===== src/rtl/burst_pkg.sv =====
package burst_pkg;

   localparam int unsigned MODE_W     = 4;
   localparam int unsigned BURST_BITS = 3;   // log2 of the longest finite burst

   typedef struct packed {
      logic [1:0] len_log2;    // log2 of finite burst length
      logic       interleave;  // XOR ordering in effect
      logic       full_page;   // wrap through the page, no natural end
      logic       reserved;    // length code was not a defined one
   } burst_mode_t;

   function automatic burst_mode_t decode_burst_mode(input logic [MODE_W-1:0] m);
      burst_mode_t d;
      d = '0;
      unique case (m[2:0])
         3'b000:  d.len_log2 = 2'd0;
         3'b001:  d.len_log2 = 2'd1;
         3'b010:  d.len_log2 = 2'd2;
         3'b011:  d.len_log2 = 2'd3;
         3'b111:  d.full_page = 1'b1;
         default: d.reserved = 1'b1;
      endcase
      // XOR ordering only differs from counting at lengths of four and up
      d.interleave = m[3] && !d.full_page && (d.len_log2 >= 2'd2);
      return d;
   endfunction

   function automatic logic [BURST_BITS-1:0] final_beat(input logic [1:0] len_log2);
      return BURST_BITS'((4'd1 << len_log2) - 4'd1);
   endfunction

endpackage


===== src/rtl/burst_mode_dec.sv =====
module burst_mode_dec
   import burst_pkg::*;
(
   input  logic              clk,
   input  logic              rst_n,
   input  logic              load_i,
   input  logic [MODE_W-1:0] mode_i,
   output burst_mode_t       live_o,
   output burst_mode_t       cfg_o
);

   assign live_o = decode_burst_mode(mode_i);

   always_ff @(posedge clk) begin
      if (!rst_n)
         cfg_o <= '0;
      else if (load_i)
         cfg_o <= live_o;
   end

endmodule


===== src/rtl/burst_beat_ctr.sv =====
module burst_beat_ctr
   import burst_pkg::*;
(
   input  logic                  clk,
   input  logic                  rst_n,
   input  logic                  load_i,
   input  logic                  stop_i,
   input  burst_mode_t           live_i,
   input  burst_mode_t           cfg_i,
   output logic                  active_o,
   output logic                  adv_o,
   output logic [BURST_BITS-1:0] beat_o,
   output logic                  last_o
);

   logic [BURST_BITS-1:0] beat_nxt;

   assign beat_nxt = beat_o + 1'b1;
   assign adv_o    = active_o && !stop_i && !last_o && !load_i;

   always_ff @(posedge clk) begin
      if (!rst_n) begin
         active_o <= 1'b0;
         beat_o   <= '0;
         last_o   <= 1'b0;
      end else if (load_i) begin
         active_o <= 1'b1;
         beat_o   <= '0;
         last_o   <= !live_i.full_page && (live_i.len_log2 == 2'd0);
      end else if (active_o) begin
         if (stop_i || last_o) begin
            active_o <= 1'b0;
            last_o   <= 1'b0;
         end else begin
            beat_o   <= beat_nxt;
            last_o   <= !cfg_i.full_page && (beat_nxt == final_beat(cfg_i.len_log2));
         end
      end
   end

endmodule


===== src/rtl/burst_addr_unit.sv =====
module burst_addr_unit
   import burst_pkg::*;
#(
   parameter int unsigned COL_W = 8
) (
   input  logic                  clk,
   input  logic                  rst_n,
   input  logic                  load_i,
   input  logic                  adv_i,
   input  logic [COL_W-1:0]      start_col_i,
   input  burst_mode_t           cfg_i,
   input  logic [BURST_BITS-1:0] beat_i,
   output logic [COL_W-1:0]      col_o
);

   logic [COL_W-1:0]      base_q;
   logic [COL_W-1:0]      col_nxt;
   logic [COL_W-1:0]      col_inc;
   logic [BURST_BITS-1:0] step;
   logic [BURST_BITS-1:0] seq_low;
   logic [BURST_BITS-1:0] xor_low;

   assign col_inc = col_o + 1'b1;
   assign step    = beat_i + 1'b1;
   assign seq_low = base_q[BURST_BITS-1:0] + step;
   assign xor_low = base_q[BURST_BITS-1:0] ^ step;

   for (genvar i = 0; i < COL_W; i++) begin : g_bit
      if (i < BURST_BITS) begin : g_field
         // bit can sit inside the wrapping burst field
         logic in_field;
         assign in_field   = (2'(i) < cfg_i.len_log2);
         assign col_nxt[i] = cfg_i.full_page ? col_inc[i] :
                             !in_field       ? base_q[i]  :
                             cfg_i.interleave ? xor_low[i] : seq_low[i];
      end else begin : g_upper
         // bit only moves when the whole page is being swept
         assign col_nxt[i] = cfg_i.full_page ? col_inc[i] : base_q[i];
      end
   end

   always_ff @(posedge clk) begin
      if (!rst_n) begin
         base_q <= '0;
         col_o  <= '0;
      end else if (load_i) begin
         base_q <= start_col_i;
         col_o  <= start_col_i;
      end else if (adv_i) begin
         col_o  <= col_nxt;
      end
   end

endmodule


===== src/rtl/burst_col_gen.sv =====
module burst_col_gen
   import burst_pkg::*;
#(
   parameter int unsigned COL_W = 8
) (
   input  logic              clk,
   input  logic              rst_n,
   input  logic              start_i,
   input  logic [COL_W-1:0]  start_col_i,
   input  logic [MODE_W-1:0] mode_i,
   input  logic              stop_i,
   output logic [COL_W-1:0]  col_o,
   output logic              valid_o,
   output logic              last_o,
   output logic              mode_err_o
);

   if (COL_W < BURST_BITS + 1 || COL_W > 24) begin : g_bad_width
      $error("burst_col_gen: COL_W must lie between BURST_BITS+1 and 24");
   end

   burst_mode_t           live_w;
   burst_mode_t           cfg_q;
   logic                  adv_w;
   logic [BURST_BITS-1:0] beat_w;
   logic                  full_page_w;

   burst_mode_dec u_mode (
      .clk    (clk),
      .rst_n  (rst_n),
      .load_i (start_i),
      .mode_i (mode_i),
      .live_o (live_w),
      .cfg_o  (cfg_q)
   );

   burst_beat_ctr u_ctr (
      .clk      (clk),
      .rst_n    (rst_n),
      .load_i   (start_i),
      .stop_i   (stop_i),
      .live_i   (live_w),
      .cfg_i    (cfg_q),
      .active_o (valid_o),
      .adv_o    (adv_w),
      .beat_o   (beat_w),
      .last_o   (last_o)
   );

   burst_addr_unit #(.COL_W(COL_W)) u_addr (
      .clk         (clk),
      .rst_n       (rst_n),
      .load_i      (start_i),
      .adv_i       (adv_w),
      .start_col_i (start_col_i),
      .cfg_i       (cfg_q),
      .beat_i      (beat_w),
      .col_o       (col_o)
   );

   assign mode_err_o  = cfg_q.reserved;
   assign full_page_w = cfg_q.full_page;

endmodule


===== config.mk =====
export PLATFORM = sky130hd
export DESIGN_NAME = burst_col_gen
export DESIGN_NICKNAME = d
export VERILOG_FILES = /design/src/rtl/burst_pkg.sv /design/src/rtl/burst_mode_dec.sv /design/src/rtl/burst_beat_ctr.sv /design/src/rtl/burst_addr_unit.sv /design/src/rtl/burst_col_gen.sv
export SDC_FILE = /design/constraint.sdc
export NUM_CORES = 1
export LEC_CHECK = 0
export BUFFER_PORTS_ARGS = -buffer_cell sky130_fd_sc_hd__buf_4
export CAP_MARGIN = 25
export CORE_ASPECT_RATIO = 1.5
export CORE_MARGIN = 2
export CORE_UTILIZATION = 40
export CTS_BUF_LIST = sky130_fd_sc_hd__clkbuf_8
export DETAILED_ROUTE_END_ITERATION = 12
export MAX_ROUTING_LAYER = met4
export PLACE_DENSITY_LB_ADDON = 0.2
export SETUP_SLACK_MARGIN = 0.3
export SLEW_MARGIN = 0
export SYNTH_ARGS = -nofsm -noshare
export SYNTH_HDL_FRONTEND = slang
export SYNTH_SLANG_ARGS = --single-unit

===== constraint.sdc =====
create_clock -name clk -period 3.8 [get_ports clk]
set_input_delay 0.57 -clock clk [delete_from_list [all_inputs] [get_ports clk]]
set_output_delay 0.57 -clock clk [all_outputs]
set_load 0.02 [all_outputs]

==> results.yml <==
synthesis:
  synth_edf_count: 0
  yosysMostFrequentCell: "dfxtp_1"
  synthArstFlopShare: 0
  post-synth-top-area-fraction: 0.3624
  synth_top_flop_cell: "dfxtp_1"
  ys_ff_latch: 26
  ys.warnings.count: 0
  ys_types: 40
  yosys-top-cells-area: "dfxtp_1, mux2i_1, nor2b_1"
  syn-instance-count: 172
  syn_nets: 193
  netlist_area_mm2: 0.001436
  yosys-top-cells-count: "dfxtp_1, nand2_1, a21oi_1, o21ai_0, nor2b_1"
  synth_sequential_area_ratio: 0.3624
  yosys.area.top_type: "dfxtp_1"
  syn_area_per_cell_um2: 8.351
global_route:
  grt_first_pass_wirelength_um: 5609
  first_global_vias: 1234
  antenna_found_initial: 0
  grt_max_degree: 29
  grt_overflow: 0
  track_usage: 0.1825
sta:
  fin_crit_sh: 0.5214
  setup_violations: 0
  skew_ns: 0.003112
  max_freq_ghz: 0.5047
  relSlewSlack: 0.6546
  finalHoldViolations: 0
  tns_ns: 0
  setup_ws_ns: 1.819
  final.min_clock_period_ns: 1.981
  worstMarginPinSlew_ns: 0.5159
  rsz0062_at_grt: "false"
  drv_slew: 0
clocking:
  cts_buffer_depth: 2
  postCtsSetupBuffers: 0
  cts_hold_buffers: 0
  ctsResizeCount: 0
  clkLatencyLatePin_ns: 0.27
  cts.sinks: 26
  htree_num_levels: 1
  cts_tree: "done"
  root_buffer: "clkbuf_8"
  clk_pin_slew_worst_paths_ns: 0.09
  cts-buffers-inserted: 3
floorplanning:
  io_pins: 27
  fp.coreArea_mm2: 0.003416
  die_area_mm2: 0.004096
  die_w_um: 52.93
  die-height_um: 77.39
  initial_utilization: 0.4205
  row_count: 26
worst_setup_path:
  endpoint_kind: "flip-flop"
  crit_arrival_ns: 2.14
  cp_num_cells: 8
  slowest_stage: "fa_1"
  cp_cell_sequence: "ha_1, inv_1, fa_1, nor2_1, xnor2_1, o21a_1, o31ai_1, a21oi_1"
  slowest_delay_ns: 0.38
  path_max_fanout: 5
  cp_num_buf_inv: 1
  crit_family: "adder cells"
  critical_path_class: "reg -> reg"
  cp.required_ns: 3.96
  ff2ff_path_depth: 8
  start_kind: "flip-flop"
power_and_ir_drop:
  vdd_ir_drop_max_mv: 0.1837
  power.leakage_uw: 0.0007105
  power_density_mw_per_mm2: 363.3
layout:
  n_fill_cell: 326
  final_area_mm2: 0.001724
  regArea_um2: 520.5
  drive_gt1_frac: 0.1795
  multi_input_area_um2: 854.6
  antenna_cells: 0
  fin_nets: 217
  areaGrowthSynthToFinish_pct: 20.03
route:
  drt_iter0_drc: 23
  vias_per_cell: 5.304
  drc_errors: 0
  routed_wl_um: 3220
  drt_first_pass_iters: 4
  ant_nets: 0
  avgRoutedWirePerCell_um: 13.59
  vias: 1257
min_path:
  min_path_cells: 2
  min_path_type: "reg -> reg"
placement:
  place_area_mm2: 0.001653
  dpl.hpwl_um: 2388
  dp_slack_ns: 1.832
  gp_congestion: 0.8547
  port_buffers: 26
outcome:
  outcome: "finished, final reports clean"
job:
  maxCapViolCount: 0
sequential cells by signal, indices dropped and copies added (netlist names):
signal          flops
u_addr.base_q       8
u_addr.col_o        8
u_mode.cfg_o        5
u_ctr.beat_o        3
u_ctr.active_o      1
u_ctr.last_o        1
cell families after synthesis:
kind of cell	Yosys count	share of synthesized area
simple gates	64	0.2300
compound gates	47	0.2082
flops	26	0.3624
buf+inv	15	0.04268
mux	10	0.07143
fa+ha+maj	6	0.05575
xor+xnor	4	0.02962
power breakdown:
| group | switching [uW] | internal (uW) |
|---|---|---|
| registers | 15.7 | 287 |
| clock network | 87.2 | 141 |
| logic | 50.3 | 46.0 |
| total | 153 | 473 |
final cells by class:
cell class / count / area share
Multi-Input combinational cell: 131 / 0.4956
Clock inverter: 1 / 0.01742
Inverter: 8 / 0.01742
Clock buffer: 3 / 0.02395
Tap cell: 42 / 0.03048
Sequential cell: 26 / 0.3019
Timing Repair Buffer: 26 / 0.1132
worst register-to-register path: cells and delay by family (launching register included):
family / cells / cell delay, ns
adders and majority gates: 2 / 0.75
AOI/OAI and AO/OA: 3 / 0.47
DFF: 1 / 0.35
and+or+nand+nor: 1 / 0.13
xor gates and xnor gates: 1 / 0.10
buffers and inverters: 1 / 0.08
path summary, 6_finish.rpt:
kind | endpoint | slack, ns | startpoint
hold / removal | u_ctr.beat_o[1] | 0.47 | u_ctr.beat_o[1]
setup reg to reg | u_addr.col_o[2] | 1.82 | u_ctr.beat_o[0]
setup / recovery | u_addr.col_o[2] | 1.82 | u_ctr.beat_o[0]
hold reg to reg | u_ctr.beat_o[1] | 0.47 | u_ctr.beat_o[1]
metrics by stage:
| stage | total power, uW | hold WS, ns | util | cells |
|---|---|---|---|---|
| floorplan | 365.2 | 0.4397 | - | 172 |
| global placement | 402.1 | 0.4538 | 0.4839 | 233 |
| detailed placement | 405.5 | 0.4557 | 0.4839 | 233 |
| CTS | 635.8 | 0.4696 | 0.5048 | 237 |
| global route | 659.7 | 0.4862 | 0.5048 | 237 |
| finish | 626.5 | 0.4674 | 0.5048 | 237 |
layer usage:
| layer | vias to the layer above | track usage | wire [um] |
|---|---|---|---|
| met1 | 580 | 0.2141 | 1413 |
| met2 | 19 | 0.3200 | 1689 |
| li1 | 654 | - | - |
| met4 | 0 | 0.05385 | 46 |
| met3 | 4 | 0.01731 | 70 |
| met5 | - | - | 0 |
cells in the final DEF, fill, tap and decap left out, types with 2 or more instances in the layout:
cell type and n:
o31ai_1 2, nor2_1 9, nor4_1 2, mux2_2 2, clkbuf_8 3, a21oi_1 12, o21ai_0 12, o211a_1 2
mux2i_1 8, nand2_1 18, buf_4 26, a221oi_1 3, dfxtp_1 26, xnor2_1 2, nand2b_1 3, nor2b_1 11
o22ai_1 2, nor3b_1 2, nor3_1 4, and2_1 2, inv_1 7, a21boi_0 6, nand3_1 7, a31oi_1 3
ha_1 4, and3_1 3
Power figures use the tool's default switching activity.
